## config.mk

```make
export PLATFORM = sky130hd
export DESIGN_NAME = dual_dac_ctrl
export DESIGN_NICKNAME = d
export VERILOG_FILES = /design/src/rtl/dual_dac_ctrl.sv
export SDC_FILE = /design/constraint.sdc
export NUM_CORES = 1
export LEC_CHECK = 0
export BUFFER_PORTS_ARGS = -buffer_cell sky130_fd_sc_hd__buf_2
export CAP_MARGIN = 25
export CORE_MARGIN = 2
export CORE_UTILIZATION = 45
export CTS_CLUSTER_DIAMETER = 30
export DETAILED_ROUTE_END_ITERATION = 16
export HOLD_SLACK_MARGIN = 0.1
export SYNTH_ARGS = -nofsm -noshare
export SYNTH_HDL_FRONTEND = slang
export SYNTH_SLANG_ARGS = --single-unit
```

## constraint.sdc

```tcl
create_clock -name clk -period 2 [get_ports clk]
set_input_delay 0.4 -clock clk [delete_from_list [all_inputs] [get_ports clk]]
set_output_delay 0.4 -clock clk [all_outputs]
set_load 0.05 [all_outputs]
```

## src/rtl/dual_dac_ctrl.sv

```systemverilog
module dual_dac_ctrl #(
  parameter int DATA_W      = 10,
  parameter int CODE_W      = 4,
  parameter int PAD_W       = 2,
  parameter int SYNC_STAGES = 2
) (
  input  logic              clk,
  input  logic              rst_n,
  input  logic              cs_ld,
  input  logic              sck,
  input  logic              din,
  output logic [DATA_W-1:0] dac_a,
  output logic [DATA_W-1:0] dac_b,
  output logic              oe_a,
  output logic              oe_b,
  output logic              pwr_down
);
  localparam int WORD_W = CODE_W + DATA_W + PAD_W;

  logic [SYNC_STAGES-1:0] cs_sync, sck_sync, din_sync;
  logic s_cs, s_sck, s_din;
  logic prev_cs, prev_sck;
  logic sck_rise, ld_pulse;
  logic [WORD_W-1:0] shreg;
  logic [CODE_W-1:0] cmd;
  logic [DATA_W-1:0] arg;
  logic [DATA_W-1:0] in_a, in_b;
  logic sleep;

  generate
    if (SYNC_STAGES == 1) begin : g_sync1
      always_ff @(posedge clk or negedge rst_n)
        if (!rst_n) begin
          cs_sync <= '1; sck_sync <= '0; din_sync <= '0;
        end else begin
          cs_sync <= cs_ld; sck_sync <= sck; din_sync <= din;
        end
    end else begin : g_syncn
      always_ff @(posedge clk or negedge rst_n)
        if (!rst_n) begin
          cs_sync <= '1; sck_sync <= '0; din_sync <= '0;
        end else begin
          cs_sync  <= {cs_sync[SYNC_STAGES-2:0], cs_ld};
          sck_sync <= {sck_sync[SYNC_STAGES-2:0], sck};
          din_sync <= {din_sync[SYNC_STAGES-2:0], din};
        end
    end
  endgenerate

  assign s_cs  = cs_sync[SYNC_STAGES-1];
  assign s_sck = sck_sync[SYNC_STAGES-1];
  assign s_din = din_sync[SYNC_STAGES-1];

  always_ff @(posedge clk or negedge rst_n)
    if (!rst_n) begin
      prev_cs  <= 1'b1;
      prev_sck <= 1'b0;
    end else begin
      prev_cs  <= s_cs;
      prev_sck <= s_sck;
    end

  assign sck_rise = s_sck & ~prev_sck & ~s_cs;
  assign ld_pulse = s_cs & ~prev_cs;

  always_ff @(posedge clk or negedge rst_n)
    if (!rst_n)        shreg <= '0;
    else if (sck_rise) shreg <= {shreg[WORD_W-2:0], s_din};

  assign cmd = shreg[WORD_W-1 -: CODE_W];
  assign arg = shreg[WORD_W-CODE_W-1 -: DATA_W];

  always_ff @(posedge clk or negedge rst_n)
    if (!rst_n) begin
      in_a  <= '0;
      in_b  <= '0;
      dac_a <= '0;
      dac_b <= '0;
      sleep <= 1'b0;
    end else if (ld_pulse) begin
      case (cmd)
        4'b0001: in_a <= arg;
        4'b0010: in_b <= arg;
        4'b1000: begin
          dac_a <= in_a; dac_b <= in_b; sleep <= 1'b0;
        end
        4'b1001: begin
          in_a <= arg; dac_a <= arg; dac_b <= in_b; sleep <= 1'b0;
        end
        4'b1010: begin
          in_b <= arg; dac_a <= in_a; dac_b <= arg; sleep <= 1'b0;
        end
        4'b1101: sleep <= 1'b0;
        4'b1110: sleep <= 1'b1;
        4'b1111: begin
          in_a <= arg; in_b <= arg; dac_a <= arg; dac_b <= arg; sleep <= 1'b0;
        end
        default: ;
      endcase
    end

  assign pwr_down = sleep;
  assign oe_a     = ~sleep;
  assign oe_b     = ~sleep;
endmodule


```

# Word level (Yosys, flattened, before mapping)
# Cells that the tools add are included.
# W data, S select, Z words.
# op_classes
eq_ne	8
n_mux	3
n_bitwise	7
reduce_logical	15
# op_table
op	n
$pmux W10 S2	2
$eq A4 B4 Y1 const B	6
$reduce_and A2 Y1	5
$reduce_or A2 Y1	4
$reduce_bool A2 Y1	3
$reduce_or A3 Y1	2
$reduce_or A5 Y1	1
$eq A4 B1 Y1 const B	1
$eq A4 B2 Y1 const B	1
$not A1 Y1	4
$and A1 B1 Y1	3
$pmux W1 S2	1
# totals
reg_bits	65
input_bits	5
out_inout_bits	23
word_cells	44

# Depth between registers and ports, before layout
# Gate-level depths: netlist of run 1.
# depth
word_depth	4
depth_mapped	5
mapped_depth_nobuf	3

# Worst setup path before layout of run 1
# Ideal clock, no wire load.
# synth_timing
path_type	register to output
start	register sleep, in the netlist pwr_down
end	output port oe_b
arrival_ps	1290
required_ps	1600
path_slack_ps	310
stages_incl_launch_ff	3
n_path_buf	1
path_cell_list	dfrtp_1 inv_1 buf_4
# synth_via
elab_chain_len	1
# synth_lines
element	line_no	source
start, declared	28	logic sleep;
start signal, assigned	79	sleep <= 1'b0;
start signal, assigned	85	dac_a <= in_a; dac_b <= in_b; sleep <= 1'b0;
start signal, assigned	88	in_a <= arg; dac_a <= arg; dac_b <= in_b; sleep <= 1'b0;
$not A1 Y1	-	
end, declared	15	output logic oe_b,
# Every way passes these cells.

# Worst setup path after layout of run 1
# layout_timing
start	register shreg[14]
end	register dac_b[3]
# layout_via
elab_chain_len	4
elab_cells_between_ends	9
cone_classes	eq/ne (4); mux (1); reduce/logical (4)
# layout_lines
element	line_no	source
start, declared	24	logic [WORD_W-1:0] shreg;
start signal, assigned	68	else if (sck_rise) shreg <= {shreg[WORD_W-2:0], s_din};
$eq A4 B4 Y1	81	case (cmd)
$reduce_or A2 Y1 (no source line)	-	
$reduce_bool A2 Y1 (no source line)	-	
$reduce_and A2 Y1 (no source line)	-	
end signal, assigned	78	dac_b <= '0;
end signal, assigned	85	
end signal, assigned	88	
end, declared	13	output logic [DATA_W-1:0] dac_b,
# Parallel ways exist; a longest one is shown, timed or not.
# A chain may end at the register's enable or synchronous reset.

==> results of run 1 <==
## power by group
part	switching [mW]	internal, mW	total (mW)	leakage [nW]
registers	0.137	1.40	1.54	0.874
clock network	0.492	0.675	1.17	0.105
logic	0.0536	0.0784	0.132	0.521
total	0.683	2.16	2.84	1.50
## layout by cell type (no fill, tap or decap)
cell / Yosys / layout
xnor2_1: 2 / 2
bufinv_16: 0 / 1
xor2_1: 2 / 2
a21oi_4: 1 / 1
and3b_1: 1 / 1
a21bo_2: 1 / 1
dfrtp_1: 62 / 62
a211oi_4: 1 / 1
nand3b_1: 3 / 3
nand3_1: 21 / 21
nand2b_1: 1 / 1
o21ai_0: 20 / 20
mux2_2: 36 / 36
nand2_1: 2 / 2
clkinvlp_4: 0 / 2
clkbuf_8: 0 / 12
dfstp_2: 3 / 3
buf_2: 5 / 27
buf_12: 0 / 1
dlygate4sd3_1: 0 / 1
nor3b_2: 1 / 1
clkinv_2: 0 / 1
and3_1: 1 / 1
nor2b_1: 2 / 2
a22o_1: 2 / 2
buf_4: 3 / 8
inv_1: 1 / 1
a31oi_1: 40 / 40
and2_1: 2 / 2
or2_2: 1 / 1
## metrics by stage
step	utilization [%]	setup slack, ps	std cells
after global routing	54.4	97.2	334
after global placement	50.6	271	317
after floorplan	-	310	223
after CTS	54.4	235	334
final	54.4	234	334
after detailed placement	50.6	254	317
## state kept, by name (all words and copies together), names as in the netlist
| name | flops |
|---|---|
| in_a | 10 |
| sck_sync | 2 |
| prev_cs | 1 |
| pwr_down | 1 |
| dac_b | 10 |
| shreg | 16 |
| in_b | 10 |
| cs_sync | 2 |
| dac_a | 10 |
| prev_sck | 1 |
| din_sync | 2 |
## repair_timing
action	CTS	global route
hold buffers	1	0
hold endpoints to repair	62	0
resized for setup	0	0
## worst min-delay path by stage
stage                                startpoint                     to
after floorplan                           rst_n   dac_a[0]$_DFFE_PN0P_
after global placement    din_sync[0]$_DFF_PN0_  din_sync[1]$_DFF_PN0_
after detailed placement  din_sync[0]$_DFF_PN0_  din_sync[1]$_DFF_PN0_
after CTS                                 cs_ld   cs_sync[0]$_DFF_PN1_
after global routing                      cs_ld   cs_sync[0]$_DFF_PN1_
final                                     cs_ld   cs_sync[0]$_DFF_PN1_
## area by class of cell
| class | instances | area (sq um) |
|---|---|---|
| Clock buffer | 12 | 165 |
| Clock inverter | 4 | 50.0 |
| Fill cell | 537 | 2700 |
| Inverter | 1 | 3.75 |
| Multi-Input combinational cell | 140 | 1050 |
| Sequential cell | 65 | 1630 |
| Tap cell | 75 | 93.8 |
| Timing Repair Buffer | 37 | 225 |
## logic make-up (layout without fill, tap and decap cells)
group,Yosys count,after routing,share of synthesized area (%)
AO/OA/AOI/OAI,65,65,15.0
XOR/XNOR,4,4,1.26
buffers and inverters,18,54,3.07
flip-flops,65,65,58.9
AND/OR/NAND/NOR,35,35,7.23
multiplexers,36,36,14.6
## layer usage
layer | share of wire, % | wire (um) | up-vias
li1 | - | - | 896
met1 | 50 | 2720 | 913
met2 | 43 | 2330 | 66
met3 | 5.5 | 300 | 13
met4 | 2.4 | 129 | 0
met5 | 0 | 0 | -
==> run_results.csv, run 1 <==
group,metric,value,unit
cts,cts_htree_levels,3,
cts,cts_root_buf,"clkbuf_8",
die,fp.dieH,82.5,um
cts,tritoncts,"done",
hold_path,hold_depth,1,
finish,area_growth,16.4,%
worst_setup_path,rrSetupSlack,230,ps
logic_synthesis,synth_cell_types,26,
cts,cts_buffers,9,
worst_setup_path,critPathTopFamily,"XOR/XNOR gates",
global_routing,grt_use_met3,3.59,%
logic_synthesis,synth-seq-area-share,58.9,%
drt,vias_per_cell,5.65,
die,die_x,82.5,um
cts,post_cts_buffers,0,
finish,diodes,0,
drt,wire_per_inst,16.4,um
worst_setup_path,setup.worst_path.end_class,"register",
worst_setup_path,path_buf_inv,0,
worst_setup_path,cp.arrival,2020,ps
sta,skew,10.4,ps
cts,clock_latency,340,ps
worst_setup_path,crit_path_top_delay_cell,"xnor2_1",
cts,clock_sinks,65,
hold_path,hp-class,"in2reg",
worst_setup_path,worstSetupPathType,"reg2reg",
cts,clockBufferDepth,2,
finish,layout-drive-gt1-share,37.1,%
global_routing,busiest_layer,"met1",
logic_synthesis,synthArstFlopShare,100,%
global_routing,grt_antenna_before_repair,0,
place,port_buffers,27,
die,ioPinCount,28,
sta,finalCritPeriodShare,88.3,%
drt,drtIter0Drc,143,
sta,setup_viol,0,
logic_synthesis,yosys_warnings,0,
global_routing,grtUsageMet1,27.3,%
sta,slew_headroom,44.2,%
sta,hold_violations,0,
global_routing,overflow,0,
logic_synthesis,synth_edf_count,0,
pwr,p_leak,1.50,nW
global_routing,grt_max_degree,66,
cts,clkTransAtPathRegs,70,ps
drt,dr.pass1.iters,4,
logic_synthesis,synth_common_cells,"62 x dfrtp_1, 40 x a31oi_1, 36 x mux2_2",
drt,final_antenna_net_count,0,
worst_setup_path,cp_num_cells,3,
finish,fin_area,3220,sq um
global_routing,grt_pass1_wl,9350,um
pwr,finalPower,2.84,mW
logic_synthesis,synthCells,223,
logic_synthesis,synth.most_common_cell,"dfrtp_1",
logic_synthesis,ys_seq_elements,65,
worst_setup_path,max_stage_delay,740,ps
worst_setup_path,crit_path_start_kind,"register",
worst_setup_path,cp_max_fo,13,
sta,whs,158,ps
sta,period_needed,1770,ps
worst_setup_path,critical_path.startpoint,"shreg[14]$_DFFE_PN0P_",
logic_synthesis,synth_top_area_cell,"dfrtp_1",
logic_synthesis,syn-num-nets,228,
sta,fin_setup_tns,0,ps
logic_synthesis,avgSynthCellArea,12.4,sq um
place,placedInstanceArea,3000,sq um
worst_setup_path,crit_chain,"xnor2_1, nand3_1, a31oi_1",
global_routing,grt_use_total,18.5,%
global_routing,grt_pass1_vias,1838,
worst_setup_path,critPathRequiredTime,2260,ps
place,dp_hpwl,3680,um
logic_synthesis,yosysTopAreaCellShare,56.0,%
drt,wl,5490,um
global_routing,met2_usage,25.8,%
die,initial_core_util,46.8,%
die,die_area,6800,sq um
pwr,ir_drop,438,uV
logic_synthesis,synth.area.top_cells,"dfrtp_1 56%, mux2_2 15%, a31oi_1 9.0%",
die,num_rows,28,
finish,nets,259,
run_status,status,"completed",
drt,drc,0,
place,gp_congestion,0.801,
worst_setup_path,r2r_cells,3,
pwr,power_density,881,nW/um^2
worst_setup_path,endpoint,"dac_b[3]$_DFFE_PN0P_",
job,drv_cap,0,
sta,slew_violations,0,
logic_synthesis,synth_area,2770,sq um
sta,max_freq,566,MHz
drt,vias,1888,
logic_synthesis,synthFlopType,"dfrtp_1",
worst_setup_path,reg2reg_to,"dac_b[3]$_DFFE_PN0P_",
sta,worst_pin_slew,831,ps
sta,rsz0062_at_grt,"false",
die,design.core.area,5920,sq um
worst_setup_path,timing.rr.start,"shreg[14]$_DFFE_PN0P_",
Power figures use the tool's default switching activity.
==> run 2: changes to the inputs <==
--- a/config.mk
+++ b/config.mk
@@ -5,6 +5,7 @@
 export SDC_FILE = /design/constraint.sdc
 export NUM_CORES = 1
 export LEC_CHECK = 0
+export ABC_AREA = 1
 export BUFFER_PORTS_ARGS = -buffer_cell sky130_fd_sc_hd__buf_2
 export CAP_MARGIN = 25
 export CORE_MARGIN = 2
==> run 2 against run 1 <==
Against the previous run:
- synthesized cell count rose by 43%
- setup slack gained 310 ps
- critical path depth fell by 1
- sequential share of layout area shrank 0.33 points
- utilization fell by 0.28 points
- synthesized area is 1.8% higher
- via count increased by 8.7%
- register-to-register slack improved by 330 ps
- clock skew grew 2.0 ps
- cell count increased by 29%
- clock power is 6% higher
- cell area is 0.66% higher
==> run_results.csv, run 2 <==
group,metric,value,unit
worst_setup_path,cp_max_fo,3,
finish,fillCellCount,551,
finish,layout-drive-gt1-share,23.0,%
die,ioPinCount,28,
logic_synthesis,yosysTopAreaCellShare,55.0,%
worst_setup_path,critPathRequiredTime,1600,ps
drt,final_antenna_net_count,0,
finish,post-route-util,54.2,%
finish,regArea,1630,sq um
worst_setup_path,cp.arrival,1060,ps
logic_synthesis,synth_common_cells,"144 x nand2_1, 62 x dfrtp_1, 23 x nand3_1",
logic_synthesis,synth-seq-area-share,57.8,%
finish,multi_input_area,1020,sq um
pwr,p_switching,1.41,mW
worst_setup_path,setup.worst_path.end_class,"output pin",
cts,cts_buffers,9,
place,placedInstanceArea,3010,sq um
drt,drtIter0Drc,147,
global_routing,grt_antenna_before_repair,0,
finish,fin_area,3240,sq um
die,design.core.area,5990,sq um
hold_path,hp-class,"in2reg",
drt,wl,5230,um
logic_synthesis,synthArstFlopShare,100,%
logic_synthesis,avgSynthCellArea,8.81,sq um
pwr,p_leak,1.79,nW
job,drv_cap,0,
sta,period_needed,1460,ps
global_routing,grt_pass1_wl,9470,um
place,gp_congestion,0.767,
pwr,p_clk_share,30.5,%
pwr,finalPower,4.09,mW
global_routing,overflow,0,
sta,finalCritPeriodShare,72.9,%
die,initial_core_util,47.1,%
logic_synthesis,syn-num-nets,325,
cts,tritoncts,"done",
logic_synthesis,yosys_warnings,0,
global_routing,grt_use_total,17.2,%
cts,cts_root_buf,"clkbuf_8",
die,die_area,6910,sq um
cts,clock_latency,340,ps
logic_synthesis,synthCells,320,
sta,slew_headroom,77.6,%
pwr,power_frac_comb,25.8,%
sta,max_freq,686,MHz
finish,largest_reg_flops,16,
sta,rsz0062_at_grt,"false",
place,dp_cells,414,
drt,wire_per_inst,12.1,um
global_routing,grt_max_degree,66,
run_status,status,"completed",
cts,clock_sinks,65,
cts,clockBufferDepth,2,
worst_setup_path,worstSetupPathType,"reg2out",
finish,layout.cells.most_common,"nand2_1",
drt,vias,2053,
logic_synthesis,synthFlopType,"dfrtp_1",
drt,dr.pass1.iters,4,
cts,cts_htree_levels,3,
logic_synthesis,synth_cell_types,19,
finish,diodes,0,
die,die_x,83.1,um
sta,skew,12.4,ps
worst_setup_path,crit_path_start_kind,"register",
sta,hold_violations,0,
pwr,swShare,34.5,%
cts,clkTransAtPathRegs,70,ps
logic_synthesis,synth_top_area_cell,"dfrtp_1",
sta,slew_violations,0,
logic_synthesis,synth.most_common_cell,"nand2_1",
die,num_rows,28,
sta,fin_setup_tns,0,ps
sta,worst_pin_slew,336,ps
pwr,power_density,1260,nW/um^2
finish,largest-register,"shreg",
place,port_buffers,27,
logic_synthesis,synth_edf_count,0,
drt,vias_per_cell,4.76,
drt,drc,0,
logic_synthesis,synth.area.top_cells,"dfrtp_1 55%, nand2_1 19%, o21ai_2 5.6%",
finish,area_growth,15.1,%
logic_synthesis,synth_area,2820,sq um
global_routing,grt_pass1_vias,1968,
finish,fin_cells,431,
die,fp.dieH,83.1,um
cts,cts_resized,0,
finish,nets,356,
sta,setup_viol,0,
finish,layout_common_cells,"144 x nand2_1, 62 x dfrtp_1, 27 x buf_2, 23 x nand3_1, 18 x o21ai_2",
logic_synthesis,ys_seq_elements,65,
pwr,p_int,2.68,mW
pwr,seqPwrFrac,43.7,%
pwr,ir_drop,681,uV
place,dp_hpwl,3520,um
-- run 2: changes by cell type after synthesis, moves of 15 or more --
cell / change
a31oi_1: -40
o21ai_2: +18
inv_1: +15
nand2_1: +142
mux2_2: -36
-- run 2: final cells by class --
cell class / count / share of cell area, %
timing repair buffer: 34 / 6.25
inverter: 21 / 2.43
multi-input combinational: 220 / 31.3
clock inverter: 2 / 1.85
clock buffer: 14 / 5.01
sequential: 65 / 50.3
tap: 75 / 2.89
-- run 2: layer usage --
layer | GRT usage, % | share of wire [%]
met1 | 25.5 | 55
met2 | 23.2 | 39
met3 | 4.57 | 4.2
met5 | 0 | 0
met4 | 8.05 | 1.7
-- run 2: power by group through the flow --
| stage | clock network, mW | logic, mW | registers, mW |
|---|---|---|---|
| finish | 1.24 | 1.05 | 1.79 |
| global route | 1.33 | 1.19 | 1.82 |
| CTS | 1.28 | 1.07 | 1.78 |
| detailed placement | 0 | 1.06 | 1.80 |
| global placement | 0 | 1.06 | 1.80 |
| floorplan | 0 | 0.556 | 2.05 |
-- run 2: worst max-delay path: stages (launching register included) --
cell     delay [ps]
dfrtp_1         370
inv_1            80
buf_2           260
-- run 2: logic make-up after synthesis --
kind of cell | count (synthesis) | synth area share (%)
AO/OA/AOI/OAI | 36 | 8.79
AND/OR/NAND/NOR | 184 | 27.3
flip-flops | 65 | 57.8
buffers and inverters | 35 | 6.13
-- run 2: per-stage QoR --
| stage | hold slack (ps) | setup WS, ps |
|---|---|---|
| global route | 142 | 379 |
| detailed placement | 339 | 557 |
| CTS | 139 | 516 |
| floorplan | 104 | 344 |
| global placement | 333 | 574 |
| finish | 161 | 542 |
-- run 2: repair_timing --
item	4_1_cts	5_1_grt
hold buffers	1	0
buffers inserted	0	0
hold endpoints to repair	62	0
-- run 2: path summary, 6_finish.rpt --
path,from,to,slack (ps),cells past startpoint
hold reg to reg,sck_sync[0]$_DFF_PN0_,sck_sync[1]$_DFF_PN0_,350,0
setup reg to reg,cs_sync[1]$_DFF_PN1_,dac_b[8]$_DFFE_PN0P_,560,6
setup / recovery,pwr_down$_DFFE_PN0P_,oe_b,540,2
hold / removal,cs_ld,cs_sync[0]$_DFF_PN1_,160,1
min in group asynchronous,rst_n,dac_b[8]$_DFFE_PN0P_,600,3
max in group asynchronous,rst_n,cs_sync[0]$_DFF_PN1_,1080,3
==> run 3: changes to the inputs <==
==> constraint.sdc (replaced) <==
create_clock -name clk -period 1.5 [get_ports clk]
set_input_delay 0.3 -clock clk [delete_from_list [all_inputs] [get_ports clk]]
set_output_delay 0.3 -clock clk [all_outputs]
set_load 0.05 [all_outputs]
==> run 3 against run 2 <==
Against the previous run:
- worst hold slack better by 190 ps
- count of clock-buffer cells in the layout decreased by 5
- die area unchanged
- clock power is 32% higher
- routed wire length is 2.3% higher
- register-to-register slack worse by 440 ps
- first-iteration DRC count is 20% lower
- combinational power increased by 37%
- critical path type unchanged
- highest routed layer unchanged
==> run_results.csv, run 3 (synthesis gave the netlist of run 2 again) <==
group,metric,value,unit
pwr,seqPwrFrac,43.5,%
worst_setup_path,crit_path_top_delay_cell,"dfrtp_2",
sta,skew,10.8,ps
die,die_x,83.1,um
finish,area_growth,17.5,%
drt,vias_per_cell,4.62,
place,dp_slack,87.4,ps
sta,setup_ws,114,ps
cts,cts_htree_levels,3,
cts,cts_buffers,9,
cts,clockBufferDepth,2,
pwr,p_leak,1.82,nW
sta,max_freq,722,MHz
sta,fin_setup_tns,0,ps
die,ioPinCount,28,
sta,setup_viol,0,
pwr,power_frac_comb,26.4,%
global_routing,grt_use_total,16.4,%
place,dp_hpwl,3490,um
global_routing,grt_antenna_before_repair,0,
die,initial_core_util,47.1,%
drt,wire_per_inst,12.2,um
drt,vias,2021,
sta,hold_violations,0,
cts,clock_sinks,65,
global_routing,grt_max_degree,66,
pwr,ir_drop,801,uV
worst_setup_path,crit_path_start_kind,"register",
worst_setup_path,cp_max_fo,3,
pwr,p_clk_share,30.1,%
drt,final_antenna_net_count,0,
die,fp.dieH,83.1,um
finish,fin_area,3310,sq um
drt,dr.pass1.iters,4,
finish,largest-register,"shreg",
sta,rsz0062_at_grt,"false",
global_routing,overflow,0,
pwr,swShare,36.0,%
hold_path,hp-class,"reg2reg",
global_routing,grt_pass1_wl,9200,um
cts,clkTransAtPathRegs,80,ps
sta,period_needed,1390,ps
die,design.core.area,5990,sq um
finish,largest_reg_flops,16,
sta,slew_violations,0,
sta,slew_headroom,77.2,%
drt,drc,0,
worst_setup_path,worstSetupPathType,"reg2out",
place,placedInstanceArea,3030,sq um
pwr,p_switching,1.96,mW
pwr,p_int,3.49,mW
die,num_rows,28,
die,die_area,6910,sq um
finish,layout_common_cells,"144 x nand2_1, 61 x dfrtp_1, 27 x buf_2, 23 x nand3_1, 18 x o21ai_2",
sta,worst_pin_slew,342,ps
pwr,power_density,1640,nW/um^2
worst_setup_path,setup.worst_path.end_class,"output pin",
finish,diodes,0,
cts,tritoncts,"done",
cts,cts_root_buf,"clkbuf_8",
worst_setup_path,critPathRequiredTime,1200,ps
drt,drtIter0Drc,117,
place,port_buffers,27,
worst_setup_path,critPathTopFamily,"flip-flops",
drt,wl,5350,um
sta,finalCritPeriodShare,92.4,%
worst_setup_path,max_stage_delay,430,ps
finish,layout-drive-gt1-share,24.9,%
place,gp_congestion,0.739,
finish,nets,362,
worst_setup_path,crit_chain,"clkinvlp_4, buf_2",
global_routing,grt_pass1_vias,1906,
finish,layout.cells.most_common,"nand2_1",
job,drv_cap,0,
worst_setup_path,cp.arrival,1090,ps
cts,clock_latency,340,ps
run_status,status,"completed",
worst_setup_path,path_buf_inv,2,
run 3: power groups by stage:
stage / Combinational, mW / Sequential, mW / Clock, mW
floorplan: 0.742 / 2.73 / 0
global placement: 1.42 / 2.39 / 0
detailed placement: 1.42 / 2.40 / 0
CTS: 1.44 / 2.37 / 1.67
global route: 1.60 / 2.42 / 1.76
finish: 1.44 / 2.37 / 1.64
run 3: layer usage:
metal | up-vias | global-route usage (%) | routed length, um
li1 | 1070 | - | -
met3 | 5 | 4.87 | 185
met5 | - | 0 | 0
met1 | 910 | 25.5 | 2890
met4 | 0 | 3.58 | 48
met2 | 36 | 22.7 | 2230
run 3: path summary, 6_finish.rpt:
path                       slack, ps  depth (start not counted)                     to             startpoint
hold / removal                   350                          0  sck_sync[1]$_DFF_PN0_  sck_sync[0]$_DFF_PN0_
setup reg to reg                 120                          6    in_a[0]$_DFFE_PN0P_   cs_sync[1]$_DFF_PN1_
hold reg to reg                  350                          0  sck_sync[1]$_DFF_PN0_  sck_sync[0]$_DFF_PN0_
min in group asynchronous        510                          3   dac_b[1]$_DFFE_PN0P_                  rst_n
setup / recovery                 110                          2                   oe_b   pwr_down$_DFFE_PN0P_
max in group asynchronous        680                          3      prev_cs$_DFF_PN1_                  rst_n
run 3: cell type report:
cell class                      instances  area, sq um
Clock buffer                            9          124
Fill cell                             566         2680
Tap cell                               75         93.8
Sequential cell                        65         1630
Clock inverter                          7         95.1
Inverter                               21         85.1
Timing Repair Buffer                   40          268
Multi-Input combinational cell        220         1020
run 3: what timing repair did:
| action | 4_1_cts | 5_1_grt |
|---|---|---|
| hold buffers | 4 | 0 |
| endpoints found under the hold margin | 65 | 0 |
| gates resized for setup | 0 | 2 |
| buffers inserted | 0 | 3 |
| setup endpoints to repair | 0 | 20 |
run 3: per-stage QoR:
step                util [%]  power [mW]  hold slack [ps]  std cells
floorplan                  -        3.48             4.41        320
CTS                     54.9        5.48              354        434
global placement        50.6        3.81              334        414
finish                  55.3        5.45              350        437
global route            55.3        5.78              359        437
detailed placement      50.6        3.82              337        414
